`config.mk`:
```
export PLATFORM = sky130hd
export DESIGN_NAME = uart_stat_irq
export DESIGN_NICKNAME = d
export VERILOG_FILES = /design/src/rtl/uart_stat_pkg.sv /design/src/rtl/uart_stat_ctl.sv /design/src/rtl/uart_stat_dp.sv /design/src/rtl/uart_stat_irq.sv
export SDC_FILE = /design/constraint.sdc
export NUM_CORES = 1
export LEC_CHECK = 0
export BUFFER_PORTS_ARGS = -buffer_cell sky130_fd_sc_hd__buf_4
export CAP_MARGIN = 20
export CORE_MARGIN = 3
export CORE_UTILIZATION = 49
export CTS_CLUSTER_DIAMETER = 80
export DETAILED_ROUTE_END_ITERATION = 8
export GPL_TIMING_DRIVEN = 0
export PLACE_DENSITY_LB_ADDON = 0.05
export SYNTH_ARGS = -nofsm -noshare
export SYNTH_HDL_FRONTEND = slang
export SYNTH_SLANG_ARGS = --single-unit
```
`constraint.sdc`:
```
create_clock -name clk -period 1.9 [get_ports clk]
set_clock_uncertainty 0.15 [all_clocks]
set_input_delay 0.285 -clock clk [delete_from_list [all_inputs] [get_ports clk]]
set_output_delay 0.285 -clock clk [all_outputs]
set_load 0.1 [all_outputs]
```
`src/rtl/uart_stat_pkg.sv`:
```
package uart_stat_pkg;

  localparam int ADDR_W = 2;

  localparam logic [ADDR_W-1:0] ADDR_DATA = 2'd0;
  localparam logic [ADDR_W-1:0] ADDR_CTRL = 2'd1;
  localparam logic [ADDR_W-1:0] ADDR_STAT = 2'd2;

  // status word bit positions
  localparam int ST_FULL = 0;
  localparam int ST_OVR  = 1;
  localparam int ST_FRM  = 2;
  localparam int ST_PAR  = 3;
  localparam int ST_TXE  = 4;
  localparam int ST_RXIE = 6;
  localparam int ST_TXIE = 7;

  // control word: writing 0 here clears the error group
  localparam int CTL_ERRCLR = 0;

  typedef enum logic [1:0] {
    MODE_ALLERR = 2'd0,
    MODE_NOPAR  = 2'd1,
    MODE_NOFRM  = 2'd2,
    MODE_RSVD   = 2'd3
  } uartMode_e;

  // strobes handed from the control to the datapath
  typedef struct packed {
    logic wrData;
    logic selData;
    logic selCtl;
    logic selStat;
  } dpStrobe_t;

  typedef struct packed {
    logic rxFull;
    logic ovr;
    logic frm;
    logic par;
    logic txEmpty;
    logic rxIe;
    logic txIe;
  } flagSet_t;

endpackage

```
`src/rtl/uart_stat_ctl.sv`:
```
module uart_stat_ctl
  import uart_stat_pkg::*;
(
  input  logic                    clk,
  input  logic                    rstN,
  input  logic [1:0]              mode,
  input  logic                    rxLoad,
  input  logic                    ovrEvt,
  input  logic                    frmEvt,
  input  logic                    parEvt,
  input  logic                    txMove,
  input  logic [ADDR_W-1:0]       busAddr,
  input  logic                    busRd,
  input  logic                    busWr,
  input  logic                    errClrBit,
  input  logic                    rxIeBit,
  input  logic                    txIeBit,
  output dpStrobe_t               stb,
  output flagSet_t                flags,
  output logic                    rxIrq,
  output logic                    txIrq
);

  logic rdDataHit;
  logic errClrHit;
  logic wrStatHit;
  logic ovrHit;
  logic frmAllowed;
  logic parAllowed;
  uartMode_e modeE;
  flagSet_t flagD;

  assign modeE = uartMode_e'(mode);

  // bus decode
  always_comb begin
    stb.selData = (busAddr == ADDR_DATA);
    stb.selCtl  = (busAddr == ADDR_CTRL);
    stb.selStat = (busAddr == ADDR_STAT);
    stb.wrData  = busWr && stb.selData;
    rdDataHit   = busRd && stb.selData;
    errClrHit   = busWr && stb.selCtl && !errClrBit;
    wrStatHit   = busWr && stb.selStat;
  end

  // mode decides which error sources are live
  always_comb begin
    unique case (modeE)
      MODE_ALLERR: begin frmAllowed = 1'b1; parAllowed = 1'b1; end
      MODE_NOPAR:  begin frmAllowed = 1'b1; parAllowed = 1'b0; end
      default:     begin frmAllowed = 1'b0; parAllowed = 1'b0; end
    endcase
  end

  // a byte landing on a full buffer is an overrun unless software drains it now
  assign ovrHit = ovrEvt || (rxLoad && flags.rxFull && !rdDataHit);

  // clears first, sets after: set wins on collision
  always_comb begin
    flagD = flags;
    if (rdDataHit) flagD.rxFull = 1'b0;
    if (rxLoad)    flagD.rxFull = 1'b1;

    if (errClrHit) begin
      flagD.ovr = 1'b0;
      flagD.frm = 1'b0;
      flagD.par = 1'b0;
    end
    if (ovrHit)                 flagD.ovr = 1'b1;
    if (frmEvt && frmAllowed)   flagD.frm = 1'b1;
    if (parEvt && parAllowed)   flagD.par = 1'b1;

    if (stb.wrData) flagD.txEmpty = 1'b0;
    if (txMove)     flagD.txEmpty = 1'b1;

    if (wrStatHit) begin
      flagD.rxIe = rxIeBit;
      flagD.txIe = txIeBit;
    end
  end

  always_ff @(posedge clk) begin
    if (!rstN) begin
      flags <= '{rxFull: 1'b0, ovr: 1'b0, frm: 1'b0, par: 1'b0,
                 txEmpty: 1'b1, rxIe: 1'b0, txIe: 1'b0};
    end else begin
      flags <= flagD;
    end
  end

  assign rxIrq = flags.rxIe && (flags.rxFull || flags.ovr || flags.frm || flags.par);
  assign txIrq = flags.txIe && flags.txEmpty;

endmodule

```
`src/rtl/uart_stat_dp.sv`:
```
module uart_stat_dp
  import uart_stat_pkg::*;
#(
  parameter int DATA_W = 8
) (
  input  logic              clk,
  input  logic              rstN,
  input  dpStrobe_t         stb,
  input  logic              rxLoad,
  input  logic [DATA_W-1:0] rxData,
  input  logic [DATA_W-1:0] busWdata,
  input  flagSet_t          flags,
  output logic [DATA_W-1:0] busRdata,
  output logic [DATA_W-1:0] txData
);

  logic [DATA_W-1:0] rxHold;
  logic [DATA_W-1:0] statWord;
  logic [DATA_W-1:0] ctlWord;

  always_ff @(posedge clk) begin
    if (!rstN) begin
      rxHold <= '0;
      txData <= '0;
    end else begin
      if (rxLoad)     rxHold <= rxData;
      if (stb.wrData) txData <= busWdata;
    end
  end

  always_comb begin
    statWord          = '0;
    statWord[ST_FULL] = flags.rxFull;
    statWord[ST_OVR]  = flags.ovr;
    statWord[ST_FRM]  = flags.frm;
    statWord[ST_PAR]  = flags.par;
    statWord[ST_TXE]  = flags.txEmpty;
    statWord[ST_RXIE] = flags.rxIe;
    statWord[ST_TXIE] = flags.txIe;

    ctlWord             = '0;
    ctlWord[CTL_ERRCLR] = 1'b1;
  end

  always_comb begin
    if (stb.selData)      busRdata = rxHold;
    else if (stb.selCtl)  busRdata = ctlWord;
    else if (stb.selStat) busRdata = statWord;
    else                  busRdata = '0;
  end

endmodule

```
`src/rtl/uart_stat_irq.sv`:
```
module uart_stat_irq
  import uart_stat_pkg::*;
#(
  parameter int DATA_W = 8
) (
  input  logic              clk,
  input  logic              rstN,
  input  logic [1:0]        mode,
  input  logic              rxLoad,
  input  logic [DATA_W-1:0] rxData,
  input  logic              ovrEvt,
  input  logic              frmEvt,
  input  logic              parEvt,
  input  logic              txMove,
  input  logic [1:0]        busAddr,
  input  logic              busRd,
  input  logic              busWr,
  input  logic [DATA_W-1:0] busWdata,
  output logic [DATA_W-1:0] busRdata,
  output logic [DATA_W-1:0] txData,
  output logic              rxIrq,
  output logic              txIrq
);

  dpStrobe_t stb;
  flagSet_t  flagQ;

  uart_stat_ctl u_ctl (
    .clk       (clk),
    .rstN      (rstN),
    .mode      (mode),
    .rxLoad    (rxLoad),
    .ovrEvt    (ovrEvt),
    .frmEvt    (frmEvt),
    .parEvt    (parEvt),
    .txMove    (txMove),
    .busAddr   (busAddr),
    .busRd     (busRd),
    .busWr     (busWr),
    .errClrBit (busWdata[CTL_ERRCLR]),
    .rxIeBit   (busWdata[ST_RXIE]),
    .txIeBit   (busWdata[ST_TXIE]),
    .stb       (stb),
    .flags     (flagQ),
    .rxIrq     (rxIrq),
    .txIrq     (txIrq)
  );

  uart_stat_dp #(.DATA_W(DATA_W)) u_dp (
    .clk      (clk),
    .rstN     (rstN),
    .stb      (stb),
    .rxLoad   (rxLoad),
    .rxData   (rxData),
    .busWdata (busWdata),
    .flags    (flagQ),
    .busRdata (busRdata),
    .txData   (txData)
  );

endmodule

```
Yosys cells after proc, flatten, opt, wreduce, memory -nomap -nowiden

Index checks and enable logic that the tools add are counted.

Register bits: 23
Output and inout bits: 18

Muxes and demuxes: 11
Reduce and logical (&&, ||, !) cells: 25
Bitwise logic cells: 1
Equal/unequal tests: 3

Operators by type and width:

| operator             | number |
|---|---|
| $mux W8              | 3 |
| $logic_and A1 B1 Y1  | 11 |
| $reduce_bool A2 Y1   | 4 |
| $mux W1              | 7 |
| $eq A2 B1 Y1 const B | 2 |
| $logic_not A2 Y1     | 2 |
| $logic_or A1 B1 Y1   | 4 |
| $reduce_or A2 Y1     | 2 |
| $mux W3              | 1 |
| $eq A2 B2 Y1 const B | 1 |
| $logic_not A1 Y1     | 2 |
| $not A1 Y1           | 1 |

Longest topological paths before layout

Word-level depth: 6
Depth in mapped cells: 4
Mapped depth without buffers: 3

Hierarchy

Synthesis repeated with hierarchy kept, for this count alone.

Cell total of the unflattened synthesis: 109
Area, all modules: 1067.3 µm²

By module, submodules not included:

| module        | seq. area each (µm²) | times used | area an instance (µm²) | cells each |
|---|---|---|---|---|
| uart_stat_dp  | 320.3                | 1          | 754.5                  | 75 |
| uart_stat_ctl | 140.1                | 1          | 312.8                  | 34 |

Least setup slack after synthesis

No wires, ideal clock.

Path kind: input-to-output
From: in busAddr[0]
To: out busRdata[5]
Buffers on the path: 1
Arrival: 2642 ps
Setup slack: -1177 ps
Stages: 2
Cells stage by stage: buf_2 -> nor3b_1

Cells in the longest elaborated chain, start to end: 3

Ends and longest elaborated chain:

| item               | line                | source |
|---|---|---|
| start: declaration | uart_stat_irq.sv:15 | `input logic [1:0] busAddr,` |
| $eq A2 B1 Y1       | uart_stat_ctl.sv:38 | `stb.selCtl = (busAddr == ADDR_CTRL);` |
| $mux W8            | uart_stat_dp.sv:47  | `else if (stb.selCtl) busRdata = ctlWord;` |
| $mux W8 (*)        | uart_stat_dp.sv:46  | `if (stb.selData) busRdata = rxHold;` |
| end: declaration   | uart_stat_irq.sv:19 | `output logic [DATA_W-1:0] busRdata,` |

Every way passes the cells marked *; elsewhere a longest branch is shown, timed or not.

Final worst setup path

From: reg u_ctl.flags[3] (netlist name)
To: out rxIrq

Cells in the longest elaborated chain, start to end: 2

Ends and longest elaborated chain:

| item                | line                | source |
|---|---|---|
| $logic_or A1 B1 Y1  | uart_stat_ctl.sv:91 | `assign rxIrq = flags.rxIe && (flags.rxFull \|\| flags.ovr \|\| flags.frm \|\| flags.par);` |
| $logic_and A1 B1 Y1 | uart_stat_ctl.sv:91 |  |
| end: declaration    | uart_stat_irq.sv:21 | `output logic rxIrq,` |

Every way passes these cells.

==> metrics.cfg <==
[outcome]
status = finished clean

[placement]
portBuffers = 45
place_worst_setup_slack_ns = 0.240
post-dp-hpwl_mm = 1.75
gp_congestion = 0.768

[worst_setup_path]
critPathKind = reg2out
max_stage_delay_ns = 0.42
startpoint_type = flip-flop
path_cells = o41a_1 -> buf_4
critical_path_arrival_ns = 1.34
end_kind = primary output
regToRegSetupSlack_ns = 0.95
worst_r2r_endpoint = u_ctl.flags[5]$_SDFFE_PN0P_
r2r-start = u_ctl.flags[6]$_SDFFE_PN0P_
cp_top_family = compound AO/OA/AOI/OAI gates
cp.required_ns = 1.46
crit_fanout = 3
reg2reg_depth = 2
slowest_stage = o41a_1
critical_path_buf_inv_count = 1

[finish]
syn_to_final_growth_pct = 41.9
layout.nets = 180
final_common_cell = buf_4
multi_input_area_um2 = 559
seq_area_um2 = 460
layout_common_cells = 45 x buf_4, 24 x mux2i_1, 23 x dfxtp_1, 21 x nor2b_1, 6 x nor2_2
diodes = 0
drive_gt1_frac = 0.420
final_util = 0.744
num-fill-cells = 148

[clock_network]
clk_pin_slew_ns = 0.14
htreeDepth = 1
root_buffer = clkbuf_4
post_cts_buffers = 0
ctsResizeCount = 0
numCtsBuffers = 3
ctsLongestPathBuffers = 2
hold_buffers = 1
cts_tree = yes
cts.sinks = 23
insertion_delay_ns = 0.32

[global_route]
grt_pass1_vias = 791
grt_util_all_layers = 0.177
grt_max_degree = 15
antenna_found_initial = 0
grt_pass1_wl_mm = 3.62
overflow = 0

[logic_synthesis]
yosysWarningCount = 0
yosysSeqAreaShare = 0.443
ys_types = 22
syn_nets = 129
synth_area_um2 = 1040
ys_ff_latch = 23
syn-instance-count = 100
avgSynthCellArea_um2 = 10.4

[die]
die_h_um = 52.1
initial_utilization = 0.525
core_um2 = 1980
dieArea_um2 = 2710
die_w_um = 52.1
std_cell_rows = 16
top_level_ports = 47

[route]
first_pass_iters = 4
drt-initial-drc-count = 10
drc = 0
routed_via_density = 4.94
via_count = 875
drt-wirelength-per-cell_um = 12.6
drt_wl_total_mm = 2.23
ant_nets = 0

[timing]
finalSetupViolations = 0
setup_ws_ns = 0.126
slew_violations = 0
hold_slack_ns = 0.0553
period_needed_ns = 1.77
worst_slew_pin_slew_ns = 0.382
slew_headroom = 0.745
fmax_mhz = 564
fin_crit_sh = 0.934
hold_violations = 0
rsz0062_at_grt = no

[power]
p_leak_uw = 0.000661
p_total_uw = 1040
ir_drop_v = 0.000660
power.density_nw_per_um2 = 706

[hold_path]
min_to = u_dp.rxHold[5]$_SDFFE_PN0P_
holdCritPathClass = in2reg
min_path_cells = 2
min_from = rstN

[run]
drv_cap = 0

registers in the layout, summed over array words and instances, names as in the netlist:
name and flops:
u_dp.txData 8, u_ctl.flags 7, u_dp.rxHold 8
where the power goes:
| group | leakage, uW | switching, uW | internal, uW | total [uW] |
|---|---|---|---|---|
| sequential | 0.000189 | 14.7 | 506 | 521 |
| combinational | 0.000458 | 177 | 106 | 283 |
| clock | 0.0000139 | 157 | 80.4 | 237 |
| total | 0.000661 | 349 | 692 | 1040 |
logic make-up (layout without fill, tap and decap cells):
family,after synthesis,after routing,share of synthesized area
DFF,23,23,0.443
and+or+nand+nor,37,37,0.219
AOI/OAI and AO/OA,9,9,0.0650
buffers and inverters,7,57,0.0421
muxes,24,24,0.231
stage by stage:
step / area, um2 / std cells / setup TNS [ns]
final: 1480 / 177 / 0
after global routing: 1480 / 177 / 0
after global placement: 1440 / 172 / 0
after CTS: 1480 / 177 / 0
after detailed placement: 1440 / 172 / 0
after floorplan: 1060 / 100 / -0.235
synth_stat cells (all sizes together):
cell,instances,area share
a21boi,1,0.0072
a21oi,3,0.014
a22oi,1,0.0072
and2,1,0.0060
buf,4,0.031
clkbuf,2,0.0072
dfxtp,23,0.44
inv,1,0.0036
mux2i,24,0.23
nand2b,2,0.012
nand3b,2,0.014
nand4bb,1,0.011
nor2,7,0.025
nor2b,21,0.13
nor3,1,0.0048
nor3b,2,0.019
o21a,1,0.0072
o311ai,1,0.0084
o31a,1,0.0096
o41a,1,0.011
worst max-delay path by stage:
stage / end / from / depth (start not counted)
after floorplan: busRdata[5] / busAddr[0] / 2
after global placement: busRdata[0] / busAddr[0] / 5
after detailed placement: busRdata[0] / busAddr[0] / 5
after CTS: rxIrq / u_ctl.flags[3]$_SDFFE_PN0P_ / 2
after global routing: rxIrq / u_ctl.flags[3]$_SDFFE_PN0P_ / 2
final: rxIrq / u_ctl.flags[3]$_SDFFE_PN0P_ / 2
metal layers:
metal,up-vias,routed length [um],track usage
met2,27,1170,0.312
met5,-,0,0
met1,405,895,0.219
li1,441,-,-
met4,0,17,0.0393
met3,2,139,0.0344
layout make-up:
| type | instances | area share |
|---|---|---|
| Sequential cell | 23 | 0.312 |
| Clock buffer | 3 | 0.0153 |
| Timing Repair Buffer | 46 | 0.236 |
| Inverter | 1 | 0.00254 |
| Multi-Input combinational cell | 70 | 0.379 |
| Buffer | 6 | 0.0271 |
| Tap cell | 27 | 0.0229 |
| Clock inverter | 1 | 0.00509 |
Note: power is estimated with default switching activity, not from simulation.
